$ cat src/rtl/lean_tree_pkg.sv
`timescale 1ns/1ps
package lean_tree_pkg;

    // Packed column-height table: one 8-bit field per column, up to 128 columns.
    localparam int HV_BITS = 1024;
    localparam int HFLD    = 8;

    // Height of column col in the AND matrix of a w x w product.
    function automatic int init_height(int w, int col);
        if (col > 2 * w - 2) return 0;
        return (col < w) ? col + 1 : 2 * w - 1 - col;
    endfunction

    // Number of compression stages: ceilings 2, 3, 4, 6, 9, ... below w.
    function automatic int tree_depth(int w);
        int d;
        int n;
        d = 2;
        n = 0;
        while (d < w) begin
            n++;
            d = (d * 3) / 2;
        end
        return n;
    endfunction

    // Height ceiling that stage `stage` (0 = first) must meet.
    function automatic int height_goal(int w, int stage);
        int d;
        d = 2;
        for (int i = 0; i < tree_depth(w) - 1 - stage; i++) d = (d * 3) / 2;
        return d;
    endfunction

    // Column heights seen at the input of stage `stage`.
    function automatic logic [HV_BITS-1:0] height_vec(int w, int stage);
        int h [128];
        int cin;
        int ex;
        int nfa;
        int nha;
        int tgt;
        logic [HV_BITS-1:0] v;
        for (int c = 0; c < 128; c++) h[c] = (c < 2 * w) ? init_height(w, c) : 0;
        for (int st = 0; st < stage; st++) begin
            tgt = height_goal(w, st);
            cin = 0;
            for (int c = 0; c < 2 * w; c++) begin
                ex   = h[c] + cin - tgt;
                nfa  = (ex > 0) ? ex / 2 : 0;
                nha  = (ex > 0) ? ex % 2 : 0;
                h[c] = h[c] - 2 * nfa - nha + cin;
                cin  = nfa + nha;
            end
        end
        v = '0;
        for (int c = 0; c < 2 * w; c++) v[c*HFLD +: HFLD] = 8'(h[c]);
        return v;
    endfunction

    // Carry-select group sizes from the LSB: 2, 2, 3, 4, 5, 6, ...
    function automatic int grp_size(int idx);
        return (idx < 2) ? 2 : idx + 1;
    endfunction

    function automatic int grp_start(int idx);
        int s;
        s = 0;
        for (int i = 0; i < idx; i++) s += grp_size(i);
        return s;
    endfunction

    function automatic int grp_count(int pw);
        int s;
        int n;
        s = 0;
        n = 0;
        while (s < pw) begin
            s += grp_size(n);
            n++;
        end
        return n;
    endfunction

    function automatic int grp_width(int pw, int idx);
        int st;
        st = grp_start(idx);
        return (st + grp_size(idx) > pw) ? pw - st : grp_size(idx);
    endfunction

endpackage

$ cat src/rtl/lean_tree_ppgen.sv
`timescale 1ns/1ps
module lean_tree_ppgen #(
    parameter int W = 8
) (
    input  logic [W-1:0]            mcand,
    input  logic [W-1:0]            mplier,
    output logic [2*W-1:0][W-1:0]   cols
);
    localparam int PW  = 2 * W;
    localparam int HIW = $clog2(W);
    localparam int CIW = $clog2(PW);

    // Column i+j collects a[i]&b[j]; rows are packed from slot 0 upward.
    always_comb begin
        cols = '0;
        for (int i = 0; i < W; i++) begin
            for (int j = 0; j < W; j++) begin
                cols[CIW'(i + j)][HIW'((i + j < W) ? i : W - 1 - j)] = mcand[i] & mplier[j];
            end
        end
    end
endmodule

$ cat src/rtl/lean_tree_stage.sv
`timescale 1ns/1ps
module lean_tree_stage
    import lean_tree_pkg::*;
#(
    parameter int W     = 8,
    parameter int STAGE = 0
) (
    input  logic [2*W-1:0][W-1:0] col_i,
    output logic [2*W-1:0][W-1:0] col_o
);
    localparam int PW   = 2 * W;
    localparam int MAXH = W;
    localparam int HIW  = $clog2(MAXH);
    localparam int CIW  = $clog2(PW);
    localparam int TGT  = height_goal(W, STAGE);
    localparam logic [HV_BITS-1:0] HV = height_vec(W, STAGE);

    // Per column, from LSB: full adders first, a half adder only when the
    // excess over TGT is odd, then pass-through bits, then carries from below.
    always_comb begin
        int h;
        int cin;
        int ex;
        int nfa;
        int nha;
        int rd;
        int wr;
        int npass;
        logic [MAXH-1:0] cbits;
        logic [MAXH-1:0] nbits;
        logic x0;
        logic x1;
        logic x2;
        col_o = '0;
        cin   = 0;
        cbits = '0;
        nbits = '0;
        h = 0; ex = 0; nfa = 0; nha = 0; rd = 0; wr = 0; npass = 0;
        x0 = 1'b0; x1 = 1'b0; x2 = 1'b0;
        for (int c = 0; c < PW; c++) begin
            h     = int'(HV[c*HFLD +: HFLD]);
            ex    = h + cin - TGT;
            nfa   = (ex > 0) ? ex / 2 : 0;
            nha   = (ex > 0) ? ex % 2 : 0;
            nbits = '0;
            rd    = 0;
            wr    = 0;
            for (int k = 0; k < MAXH; k++) begin
                if (k < nfa) begin
                    x0 = col_i[CIW'(c)][HIW'(rd)];
                    x1 = col_i[CIW'(c)][HIW'(rd + 1)];
                    x2 = col_i[CIW'(c)][HIW'(rd + 2)];
                    col_o[CIW'(c)][HIW'(wr)] = x0 ^ x1 ^ x2;
                    nbits[HIW'(k)] = (x0 & x1) | (x2 & (x0 ^ x1));
                    rd += 3;
                    wr += 1;
                end
            end
            if (nha > 0) begin
                x0 = col_i[CIW'(c)][HIW'(rd)];
                x1 = col_i[CIW'(c)][HIW'(rd + 1)];
                col_o[CIW'(c)][HIW'(wr)] = x0 ^ x1;
                nbits[HIW'(nfa)] = x0 & x1;
                rd += 2;
                wr += 1;
            end
            npass = h - rd;
            for (int k = 0; k < MAXH; k++) begin
                if (k < npass) col_o[CIW'(c)][HIW'(wr + k)] = col_i[CIW'(c)][HIW'(rd + k)];
            end
            wr += npass;
            for (int k = 0; k < MAXH; k++) begin
                if (k < cin) col_o[CIW'(c)][HIW'(wr + k)] = cbits[HIW'(k)];
            end
            cbits = nbits;
            cin   = nfa + nha;
        end
    end
endmodule

$ cat src/rtl/lean_tree_csel.sv
`timescale 1ns/1ps
module lean_tree_csel
    import lean_tree_pkg::*;
#(
    parameter int PW = 16
) (
    input  logic [PW-1:0] x,
    input  logic [PW-1:0] y,
    output logic [PW-1:0] s,
    output logic          co
);
    localparam int NG = grp_count(PW);

    logic [NG:0] gc;
    assign gc[0] = 1'b0;

    for (genvar g = 0; g < NG; g++) begin : g_grp
        localparam int ST = grp_start(g);
        localparam int GW = grp_width(PW, g);

        logic [GW-1:0] xa;
        logic [GW-1:0] ya;
        logic [GW-1:0] s0;
        logic [GW:0]   rc;

        assign xa    = x[ST +: GW];
        assign ya    = y[ST +: GW];
        assign rc[0] = 1'b0;

        // Carry-in-zero ripple sum for this group.
        for (genvar i = 0; i < GW; i++) begin : g_rip
            assign s0[i]   = xa[i] ^ ya[i] ^ rc[i];
            assign rc[i+1] = (xa[i] & ya[i]) | (rc[i] & (xa[i] ^ ya[i]));
        end

        if (g == 0) begin : g_first
            assign s[ST +: GW] = s0;
            assign gc[1]       = rc[GW];
        end else begin : g_sel
            logic [GW:0] xv;
            logic [GW:0] yv;
            logic [GW:0] run;
            assign xv     = {rc[GW], s0};
            assign run[0] = 1'b1;
            // Excess-one converter: {carry, sum} + 1 without a second adder.
            for (genvar i = 0; i <= GW; i++) begin : g_bec
                assign yv[i] = xv[i] ^ run[i];
                if (i < GW) begin : g_run
                    assign run[i+1] = run[i] & xv[i];
                end
            end
            assign s[ST +: GW] = gc[g] ? yv[GW-1:0] : s0;
            assign gc[g+1]     = gc[g] ? yv[GW]     : rc[GW];
        end
    end

    assign co = gc[NG];
endmodule

$ cat src/rtl/lean_tree_mult.sv
`timescale 1ns/1ps
module lean_tree_mult
    import lean_tree_pkg::*;
#(
    parameter int W       = 8,
    parameter bit OUT_REG = 1'b1
) (
    input  logic             clk,
    input  logic             rst_n,
    input  logic [W-1:0]     a,
    input  logic [W-1:0]     b,
    output logic [2*W-1:0]   p
);
    localparam int PW   = 2 * W;
    localparam int MAXH = W;
    localparam int NST  = tree_depth(W);

    logic [PW-1:0][MAXH-1:0] tree [NST+1];
    logic [PW-1:0] row_lo;
    logic [PW-1:0] row_hi;
    logic [PW-1:0] sum_w;
    logic          sum_co;
    logic          tall_bits;
    logic          chk_armed;

    lean_tree_ppgen #(.W(W)) u_pp (
        .mcand  (a),
        .mplier (b),
        .cols   (tree[0])
    );

    for (genvar st = 0; st < NST; st++) begin : g_stage
        lean_tree_stage #(.W(W), .STAGE(st)) u_stage (
            .col_i (tree[st]),
            .col_o (tree[st+1])
        );
    end

    always_comb begin
        tall_bits = 1'b0;
        for (int c = 0; c < PW; c++) begin
            row_lo[c] = tree[NST][c][0];
            row_hi[c] = tree[NST][c][1];
            tall_bits = tall_bits | (|tree[NST][c][MAXH-1:2]);
        end
    end

    lean_tree_csel #(.PW(PW)) u_add (
        .x  (row_lo),
        .y  (row_hi),
        .s  (sum_w),
        .co (sum_co)
    );

    if (OUT_REG) begin : g_oreg
        always_ff @(posedge clk or negedge rst_n) begin
            if (!rst_n) p <= '0;
            else        p <= sum_w;
        end

        assert_product_R1: assert property (@(posedge clk) disable iff (!rst_n)
            chk_armed |-> p == PW'(PW'($past(a)) * PW'($past(b))));

        assert_hold_R7: assert property (@(posedge clk) disable iff (!rst_n)
            chk_armed && $stable(a) && $stable(b) |=> $stable(p));
    end else begin : g_comb
        assign p = sum_w;
    end

    always_ff @(posedge clk or negedge rst_n) begin
        if (!rst_n) chk_armed <= 1'b0;
        else        chk_armed <= 1'b1;
    end

    assert_rows_sum_R4: assert property (@(posedge clk) disable iff (!rst_n)
        PW'(row_lo + row_hi) == PW'(PW'(a) * PW'(b)));

    assert_two_rows_R4: assert property (@(posedge clk) disable iff (!rst_n)
        !tall_bits);

    assert_adder_sum_R5: assert property (@(posedge clk) disable iff (!rst_n)
        sum_w == PW'(row_lo + row_hi));

    assert_no_carry_out_R6: assert property (@(posedge clk) disable iff (!rst_n)
        !sum_co);
endmodule

$ cat config.mk
export PLATFORM = sky130hd
export DESIGN_NAME = lean_tree_mult
export DESIGN_NICKNAME = d
export VERILOG_FILES = /design/src/rtl/lean_tree_pkg.sv /design/src/rtl/lean_tree_ppgen.sv /design/src/rtl/lean_tree_stage.sv /design/src/rtl/lean_tree_csel.sv /design/src/rtl/lean_tree_mult.sv
export SDC_FILE = /design/constraint.sdc
export NUM_CORES = 1
export LEC_CHECK = 0
export BUFFER_PORTS_ARGS = -buffer_cell sky130_fd_sc_hd__buf_2
export CORE_ASPECT_RATIO = 0.6
export CORE_MARGIN = 4
export CORE_UTILIZATION = 30
export DETAILED_ROUTE_END_ITERATION = 10
export GPL_ROUTABILITY_DRIVEN = 0
export GPL_TIMING_DRIVEN = 0
export PLACE_DENSITY = 0.51
export SYNTH_ARGS = -nofsm -noshare
export SYNTH_HDL_FRONTEND = slang
export SYNTH_HIERARCHICAL = 1
export SYNTH_SLANG_ARGS = --single-unit
$ cat constraint.sdc
create_clock -name clk -period 0.8 [get_ports clk]
set_input_delay 0.16 -clock clk [delete_from_list [all_inputs] [get_ports clk]]
set_output_delay 0.16 -clock clk [all_outputs]
set_load 0.05 [all_outputs]
* Word-level counts from Yosys, hierarchy flattened
Cells that the tools add are included.
** Cells by class
- Bitwise gates (word level) :: 80
- Mux-type cells :: 5
** Operators with widths (number)
- 1-bit bitwise AND :: 45
- 1-bit XOR :: 26
- 1-bit OR :: 6
- 2-bit two-way mux :: 2
- 3-bit two-way mux :: 1
- 1-bit inverter :: 3
- 1-bit two-way mux :: 2
** Word-level totals
- Flip-flop bits (word level) :: 11
- Bits of input ports :: 18
- Output and inout port bits :: 16
- Logic and storage cells :: 86

* Longest topological paths before layout
Gate-level depths: netlist (run 1).
- Depth in word-level cells :: 12
- Mapped depth :: 16
- Gate-level depth less buffers :: 16

* By module
The synthesis (run 1) kept the hierarchy.
** By module, submodules not included
- lean_tree_stage at g_stage[3].u_stage :: instances 1, area each 998.5 um^2, cells each 124
- lean_tree_stage at g_stage[2].u_stage :: instances 1, area each 993.5 um^2, cells each 125
- lean_tree_stage at g_stage[1].u_stage :: instances 1, area each 988.4 um^2, cells each 126
- lean_tree_stage at g_stage[0].u_stage :: instances 1, area each 982.2 um^2, cells each 129
- lean_tree_ppgen :: instances 1, area each 932.1 um^2, cells each 129
- lean_tree_csel :: instances 1, area each 823.3 um^2, cells each 90
- lean_tree_mult :: instances 1, area each 400.4 um^2, cells each 16

* Least setup slack after synthesis (run 1)
OpenSTA, ideal clock, no wires.
- Path type :: input-to-reg
- Start point :: input port b[5]
- End point :: register p[8]
- Slack :: -3.267 ns
- Stages on the path :: 14
- Setup time :: 0.125 ns
- Data arrival time :: 3.942 ns
- Cell sequence :: and2_1 > buf_4 > fa_1 > fa_1 > fa_1 > inv_1 > fa_1 > inv_1 > fa_1 > ha_1 > nand4bb_1 > o21ai_2 > xnor2_1 > mux2_2
** RTL lines
- from (decl) :: RTL line lean_tree_mult.sv:11 : input logic [W-1:0] b,
- to (signal assigned) :: RTL line lean_tree_mult.sv:58 : else p <= sum_w;
- to (decl) :: RTL line lean_tree_mult.sv:12 : output logic [2*W-1:0] p

==> metrics, run 1 <==
status=complete, but fails checks; failing checks=setup timing; Residual DRC=0; Final ANT Viol Nets=0; Sw Share=40.6%; first-pass GRT wire length=around 5900 um; num rows=23; PwrDens=2230 nW/um^2; Num CTS Buffers=3; initial antenna violation count=0; total gr overflow=0; period utilisation layout=447%; Max Clk Rate=280 MHz; Setup Crit Path Kind=in -> reg; CTS tree=yes; Hold WC Path Type=in -> reg; Logic pwr share=~66%; drt via density=3.53; VDD IR-drop max=0.791 mV; clock buffer depth=2; Cell Area, Synth=2170 um^2; endpoints failing setup=25; fraction of layout cells with a size suffix above 1=between 50% and 60%; Sequential Power Share=18.3%; Worst Path Required=around 0.93 ns; DRT Wirelength=between 3000 and 4000 um; routed len/inst=9.85 um; Die H=approximately 74 um; IO Pins=34; hold_ws=0.287 ns; # clock sinks=16; overall routing resource usage=8.56%; largest net degree at the start of global routing=17; area delta synth->final=40.8%; Clock power frac=15.8%; CP startpoint=b[3]; max cap viols=0; switching pwr=2.77 mW; setup ws final=-2.77 ns; fin crit period=3.57 ns; Die Wd=about 120 um; P_int=slightly above 4 mW; die area=8710 um^2; vias in the first global route=around 1,300; unrepaired setup endpoints after global routing=yes; Cells after Synth=between 200 and 250; nets=~330; DP HPWL=2920 um; H-tree depth=1; I/O Buffers=29; syn_area_per_cell=~10 um^2; CP Max Fanout=4; CTS root buf=clkbuf_16; 1st-pass router iterations=4; Worst setup SP type=input port; Starting Density=a little under a third; vias=approximately 1,300; critical path endpoint=p[8]; Critical Path AT=roughly 3.7 ns; Post-Layout Cell Count=between 300 and 400; Synth warnings=6; diode count=0; biggest regs=p x16; Core ar.=6850 um^2; Top reg by flops=p; flip-flop count of the largest register after layout=16; clk slew on worst S/H paths=~0.050 ns; final hold viol count=0; Placed Cells incl. Taps=between 300 and 400; Lkg Pwr=1.58 nW; Final Max Tran Viols=0; Iter 0 DRT Violations=15; Setup crit end kind=flip-flop
## stage by stage
step / total power [mW] / area [um^2] / setup slack (ns) / setup TNS [ns] / utilization, %
2_1_floorplan: 4.08 / 2440 / -2.98 / -14.69 / -
5_1_grt: 7.31 / 3060 / -2.91 / -17.30 / 44.7
6_report: 6.83 / 3060 / -2.77 / -16.28 / 44.7
3_3_place_gp: 4.70 / 2700 / -3.31 / -17.05 / 39.4
3_5_place_dp: 4.76 / 2700 / -3.37 / -17.42 / 39.4
4_1_cts: 6.72 / 3030 / -2.88 / -16.92 / 44.2
## metal layers
layer / up-vias / part of all wire [%] / track usage, %
met2: 24 / 44 / 14.1
met5: - / 0 / 0
met1: 573 / 52 / 11.6
li1: 654 / - / -
met3: 4 / 3.8 / 2.20
met4: 0 / 0.40 / 1.95
## layout by cell type, fill, tap and decap left out
cell	count
inv_1	19
clkbuf_8	1
buf_8	2
fa_1	18
conb_1	26
dfrtp_1	16
mux2_1	4
buf_2	8
mux2_2	3
ha_2	3
clkbuf_2	1
nor2_4	1
xor3_1	4
ha_4	6
fa_2	2
dlygate4sd3_1	1
buf_4	51
a21oi_2	1
o21ai_2	1
buf_12	1
inv_2	6
buf_6	42
nand2_1	2
xor2_1	1
clkbuf_16	3
ha_1	9
and2_4	11
mux2_4	2
and2_1	13
nor2b_4	1
nand2b_1	1
xnor2_4	1
xnor2_2	5
mux2i_2	1
nand4bb_1	1
xor2_2	1
## worst min path at each step
stage	start	end	cells after the start
6_report	b[0]	p[0]	3
5_1_grt	b[0]	p[0]	3
4_1_cts	rst_n	p[12]	2
3_5_place_dp	rst_n	p[11]	1
3_3_place_gp	rst_n	p[6]	1
2_1_floorplan	rst_n	p[0]	0
## power groups by stage
| stage | logic [mW] | clock network, mW | registers (mW) |
|---|---|---|---|
| after floorplan | 1.79 | 0 | 2.29 |
| after CTS | 4.34 | 1.12 | 1.26 |
| after detailed placement | 3.57 | 0 | 1.19 |
| final | 4.50 | 1.08 | 1.25 |
| after global routing | 4.88 | 1.15 | 1.28 |
| after global placement | 3.51 | 0 | 1.18 |
## final cells by class
| cell class | instances | area (um^2) |
|---|---|---|
| Fill cell | 663 | 3790 |
| Multi-Input combinational cell | 118 | 1410 |
| Timing Repair Buffer | 49 | 498 |
| Buffer | 57 | 463 |
| Sequential cell | 16 | 400 |
| Tap cell | 87 | 109 |
| Inverter | 25 | 93.8 |
| Clock buffer | 4 | 88.8 |
## worst max-delay path: stages
cell,delay (ns)
buf_6,0.10
and2_4,0.15
fa_1,0.51
fa_1,0.48
fa_1,0.53
inv_2,0.04
fa_2,0.32
inv_2,0.06
fa_1,0.41
ha_2,0.22
nand4bb_1,0.11
o21ai_2,0.09
xnor2_2,0.21
mux2_4,0.31
## what timing repair did
item | 4_1_cts | 5_1_grt
endpoints found under the hold margin | 16 | 0
pin swaps | 14 | 23
hold buffers | 1 | 0
resized for setup | 52 | 23
setup buffers | 8 | 11
setup endpoints to repair | 25 | 25
Note: power is estimated with default switching activity, not from simulation.
==> run 2, diff against run 1 <==
clock period = 4.5 ns   (was 0.8 ns; I/O delays follow)
==> run 2 against run 1 <==
The run now ends clean. Final area is 13% lower. Global-route usage down 1.6 points. Hold slack better by 0.28 ns. Critical path depth unchanged. Final cell count fell by 1.4%. Count of clock-buffer cells in the layout fell by 1. Core utilization fell by 6.0 points. Critical path type unchanged. Largest power group unchanged. Highest routed layer is now met3.
==> metrics, run 2 (synthesized netlist as in run 1, its figures left out) <==
status=complete, no violations (was complete, but fails checks); Worst Path Required=4.62 ns (was 0.93 ns); Critical Path AT=4.52 ns (was 3.70 ns); Post-Place Setup Slack=-0.351 ns (was -3.37 ns); Lkg Pwr=1.46 nW (was 1.58 nW); Die Wd=118 um (unchanged); overall routing resource usage=7.00% (was 8.56%); Largest delay share family, worst path=adder cells (unchanged); vias in the first global route=1,153 (was 1,281); vias=1,219 (was 1,255); Setup Crit Path Kind=in -> reg (unchanged); I/O Buffers=29 (unchanged); Crit-path slowest cell=fa_1 (unchanged); fillers=704 (was 663); Max Clk Rate=about 230 MHz; setup ws final=0.101 ns (was -2.77 ns); diode count=0 (unchanged); H-tree depth=1 (unchanged); fraction of layout cells with a size suffix above 1=46.2% (was 57.2%); num rows=23 (unchanged); Worst setup SP type=input port (unchanged); Starting Density=31.7% (unchanged); Placed Cells incl. Taps=349 (unchanged); Iter 0 DRT Violations=13 (was 15); Clock power frac=16.6% (was 15.8%); initial antenna violation count=0 (unchanged); # clock sinks=16 (unchanged); final hold viol count=0 (unchanged); crit path cell chain=buf_8, and2_4, fa_1, fa_1, fa_1, inv_2, fa_2, inv_2, fa_1, ha_2, nand4bb_1, o21ai_4, xnor2_2, mux2_4 (was buf_6, and2_4, fa_1, fa_1, fa_1, inv_2, fa_2, inv_2, fa_1, ha_2, nand4bb_1, o21ai_2, xnor2_2, mux2_4); fin crit period=about 4.4 ns; endpoints failing setup=0 (was 25); Die H=73.9 um (unchanged); most common cell after layout, fill and taps aside=buf_4 (unchanged); Hold Buf Count CTS=0 (was 1); clock buffer depth=2 (unchanged); biggest regs=p x16 (unchanged); Num CTS Buffers=3 (unchanged); drt via density=3.47 (was 3.53); Core ar.=6850 um^2 (unchanged); max cap viols=0 (unchanged); Top reg by flops=p (unchanged); area delta synth->final=21.8% (was 40.8%); final core utilization=38.7% (was 44.7%); DP HPWL=2610 um (was 2920 um); Crit path largest cell delay=0.56 ns (was 0.53 ns); switching pwr=430 uW (was 2.77 mW); period utilisation layout=97.7%; first-pass GRT wire length=4930 um (was 5870 um); Final ANT Viol Nets=0 (unchanged); IO Pins=34 (unchanged); PwrDens=376 nW/um^2 (was 2230 nW/um^2); DRT Wirelength=2800 um (was 3510 um); Logic pwr share=61.7% (was 65.8%); commonest non-fill, non-tap cells in the layout=buf_4 (72), conb_1 (26), buf_2 (24) (was buf_4 (51), buf_6 (42), conb_1 (26)); unrepaired setup endpoints after global routing=yes (unchanged); VDD IR-drop max=0.121 mV (was 0.791 mV); CTS tree=yes (unchanged); setup_tns=0 ns (was -16.28 ns); Final Max Tran Viols=0 (unchanged); WP buf/inv=3 (unchanged); CP Max Fanout=8 (was 4); Residual DRC=0 (unchanged); total gr overflow=0 (unchanged); largest net degree at the start of global routing=17 (unchanged); P_int=565 uW (was 4.06 mW); flip-flop count of the largest register after layout=16 (unchanged); Sw Share=43.2% (was 40.6%); clk slew on worst S/H paths=0.05 ns (about the same); 1st-pass router iterations=4 (unchanged); CTS root buf=clkbuf_16 (unchanged); hold_ws=0.563 ns (was 0.287 ns); nets=322 (was 326); die area=8710 um^2 (unchanged); Post-Layout Cell Count=351 (was 356); routed len/inst=7.98 um (was 9.85 um); Hold WC Path Type=in -> async (was in -> reg); Sequential Power Share=21.6% (was 18.3%); critical path's most frequent cell=fa_1 (unchanged); Setup crit end kind=flip-flop (unchanged)
[run 2: cell count changes in the layout (fill, tap and decap cells not counted), sizes merged]
cell,change
buf,-3
clkbuf,-1
dlygate4sd3,-1
[run 2: final timing paths]
path,start,endpoint,cells past startpoint
min in group clk,a[0],p[0],7
max in group asynchronous,rst_n,p[15],1
min,rst_n,p[11],1
max,a[0],p[8],14
[run 2: per-layer routing]
layer	track usage [%]	share of wire (%)
met1	9.56	48
met2	10.9	46
met3	2.81	6.1
met4	0.779	0
met5	0	0
[run 2: cell type report]
cell class / instances / area (um^2) / share of cell area [%]
Multi-Input combinational cell: 118 / 1240 / 47.0
Buffer: 71 / 531 / 20.0
Timing Repair Buffer: 31 / 195 / 7.37
Clock buffer: 3 / 75.1 / 2.84
Tap cell: 87 / 109 / 4.11
Inverter: 25 / 93.8 / 3.54
Sequential cell: 16 / 400 / 15.1
[run 2: power by group through the flow]
stage / clock network [mW] / registers, mW / logic [mW]
after floorplan: 0 / 0.408 / 0.301
after global placement: 0 / 0.221 / 0.594
after detailed placement: 0 / 0.217 / 0.602
after CTS: 0.172 / 0.217 / 0.607
after global routing: 0.180 / 0.221 / 0.680
final: 0.165 / 0.215 / 0.614
[run 2: through the flow]
stage	area (um^2)	power [mW]
after floorplan	2280	0.709
after global placement	2540	0.814
after detailed placement	2540	0.819
after CTS	2620	0.996
after global routing	2650	1.08
final	2650	0.995
[run 2: what timing repair did]
item	CTS	global route
buffers inserted	1	1
cloned	0	0
setup endpoints to repair	1	2
pin swaps	1	9
resized for setup	0	17
==> run 3, diff against run 2 <==
PLACE_DENSITY = 0.6   (was 0.51)
SYNTH_HIERARCHICAL = default   (was 1)
==> run 3 against run 2 <==
Fmax increased by 20%. First-iteration DRC count increased by 100%. Count of clock-buffer cells in the layout increased by 1. Hold slack got worse by 0.049 ns. Via count decreased by 53%.
==> metrics, run 3 <==
post-CTS sizing=0 (unchanged); drt via density=4.09 (was 3.47); Post-synth ARST share=between 90% and 100%; top cells by count, synth=ha_1 (15), and2_1 (13), dfrtp_1 (9), buf_4 (7), nand2_1 (7); EDFF count, synth=0; syn_area_per_cell=10.7 um^2 (was 10.3 um^2); Die H=48.3 um (was 73.9 um); area delta synth->final=26.2% (was 21.8%); die area=3640 um^2 (was 8710 um^2); Worst Path Required=4.61 ns (was 4.62 ns); metal2 WL=608 um (was 1280 um); Critical Path AT=3.77 ns (was 4.52 ns); Seq/Total Area, Yosys=27.7%; Clock power frac=27.4% (was 16.6%); vias=568 (was 1,219); CTS root buf=clkbuf_8 (was clkbuf_16); period utilisation layout=81.3% (was 97.7%); Top reg by flops=p (unchanged); vias in the first global route=559 (was 1,153); Cells after Synth=76 (was 210); I/O Buffers=21 (was 29); Hold Buf Count CTS=0 (unchanged); Synth warnings=0 (was 6); Max Clk Rate=273 MHz (was 227 MHz); Setup Fix Bufs, Post-CTS=0 (was 1); PwrDens=324 nW/um^2 (was 376 nW/um^2); Starting Density=32.0% (was 31.7%); DRT Wirelength=1390 um (was 2800 um); Netlist cell types=17; Cell Area, Synth=813 um^2 (was 2170 um^2); Crit path largest cell delay=0.51 ns (was 0.56 ns); Setup crit end kind=flip-flop (unchanged); placed instance area=981 um^2 (was 2540 um^2); M1 WL=641 um (was 1350 um); cell taking the most area after synthesis=dfrtp_1; Crit-path slowest cell=fa_1 (unchanged); most used flip-flop cell after synthesis=dfrtp_1; clk slew on worst S/H paths=0.04 ns (was 0.05 ns); status=complete, no violations (unchanged); post-route cell area=1030 um^2 (was 2650 um^2); overall power=332 uW (was 995 uW); fin crit period=3.66 ns (was 4.40 ns); commonest non-fill, non-tap cells in the layout=buf_2 (21), ha_1 (15), and2_1 (13) (was buf_4 (72), conb_1 (26), buf_2 (24)); routed len/inst=10.0 um (was 7.98 um); unrepaired setup endpoints after global routing=no (was yes); largest net degree at the start of global routing=10 (was 17); top-count cell post-synth=ha_1; Worst setup SP type=input port (unchanged); switching pwr=132 uW (was 430 uW); Core ar.=2540 um^2 (was 6850 um^2); nets=145 (was 322); top cells by area, synth=dfrtp_1 (28%), ha_1 (23%), and2_1 (10%); setup_tns=0 ns (unchanged); FF+latch count, synth=9; overall routing resource usage=8.49% (was 7.00%); Top Layer Used=met3 (unchanged); Yosys top cell area share=about 28%; Final ANT Viol Nets=0 (unchanged); 1st-pass router iterations=4 (unchanged); biggest regs=p x9 (was p x16); Hold WC Path Type=in -> async (unchanged); Num CTS Buffers=3 (unchanged); max cap viols=0 (unchanged); endpoints failing setup=0 (unchanged); final hold viol count=0 (unchanged); diode count=0 (unchanged); crit path cell chain=buf_2, and2_1, ha_1, ha_1, a31o_2, ha_1, ha_1, fa_1, ha_1, nand2b_1, mux2i_1, xor2_1, ha_1 (was buf_8, and2_4, fa_1, fa_1, fa_1, inv_2, fa_2, inv_2, fa_1, ha_2, nand4bb_1, o21ai_4, xnor2_2, mux2_4); P_int=200 uW (was 565 uW); VDD IR-drop max=0.279 mV (was 0.121 mV); flip-flop count of the largest register after layout=9 (was 16); Sequential Power Share=29.2% (was 21.6%); most common cell after layout, fill and taps aside=buf_2 (was buf_4); clock buffer depth=2 (unchanged); initial antenna violation count=0 (unchanged); DP HPWL=1220 um (was 2610 um); critical path's most frequent cell=ha_1 (was fa_1); CP Max Fanout=7 (was 8); first-pass GRT wire length=2350 um (was 4930 um); num rows=14 (was 23); wire length on met3=143 um (was 170 um); fraction of layout cells with a size suffix above 1=33.6% (was 46.2%); fillers=257 (was 704); # clock sinks=9 (was 16); Setup Crit Path Kind=in -> reg (unchanged); Iter 0 DRT Violations=26 (was 13); hold_ws=0.514 ns (was 0.563 ns); total gr overflow=0 (unchanged); Residual DRC=0 (unchanged); Sw Share=39.7% (was 43.2%); IO Pins=34 (unchanged); Lkg Pwr=0.590 nW (was 1.46 nW); Final Max Tran Viols=0 (unchanged); H-tree depth=1 (unchanged); CTS tree=yes (unchanged); Logic pwr share=43.3% (was 61.7%); Die Wd=75.2 um (was 118 um)
## run 3: worst paths after layout
path,from,end,slack (ns),depth (start not counted)
setup / recovery,a[0],p[7],0.84,13
hold / removal,rst_n,p[5],0.51,1
max in group asynchronous,rst_n,p[2],3.81,1
min in group clk,b[0],p[0],0.93,2
## run 3: cell families after synthesis
| group | synth area share, % |
|---|---|
| multiplexers | 5.38 |
| flip-flops | 27.7 |
| adder cells (fa/ha/maj) | 32.9 |
| other | 0.461 |
| XOR/XNOR | 7.39 |
| AO/OA/AOI/OAI | 2.15 |
| buffers and inverters | 9.23 |
| AND/OR/NAND/NOR | 14.8 |
## run 3: per-layer routing
| metal | up-vias | GRT usage [%] |
|---|---|---|
| li1 | 294 | - |
| met3 | 0 | 5.17 |
| met4 | 0 | 0.872 |
| met2 | 16 | 12.0 |
| met5 | - | 0 |
| met1 | 258 | 11.5 |
## run 3: final cells by class
class	count	area [um^2]	area share, %
plain buffers	7	52.6	5.12
repair buffers	21	105	10.2
well taps	32	40.0	3.90
inverters	6	22.5	2.20
flip-flops and latches	9	225	22.0
clock buffers	4	45.0	4.39
multi-input cells	60	536	52.2
## run 3: worst max-delay path, delay by kind of cell
kind	cells	cell delay (ns)
fa+ha+maj	7	1.98
simple gates	2	0.20
compound gates	1	0.24
mux	1	0.15
xor+xnor	1	0.16
buf+inv	1	0.13
## run 3: stage by stage
step / setup WS (ns) / utilization [%] / std cells
after floorplan: 0.843 / - / 82
after global placement: 0.630 / 38.6 / 135
after detailed placement: 0.607 / 38.6 / 135
after CTS: 0.833 / 40.4 / 139
after global routing: 0.656 / 40.4 / 139
final: 0.843 / 40.4 / 139
## run 3: power groups by stage
stage / clock (mW) / combinational [mW] / sequential (mW)
2_1_floorplan: 0 / 0.0628 / 0.148
3_3_place_gp: 0 / 0.144 / 0.0983
3_5_place_dp: 0 / 0.145 / 0.0982
4_1_cts: 0.0945 / 0.146 / 0.0971
5_1_grt: 0.0986 / 0.160 / 0.0979
6_report: 0.0910 / 0.144 / 0.0971
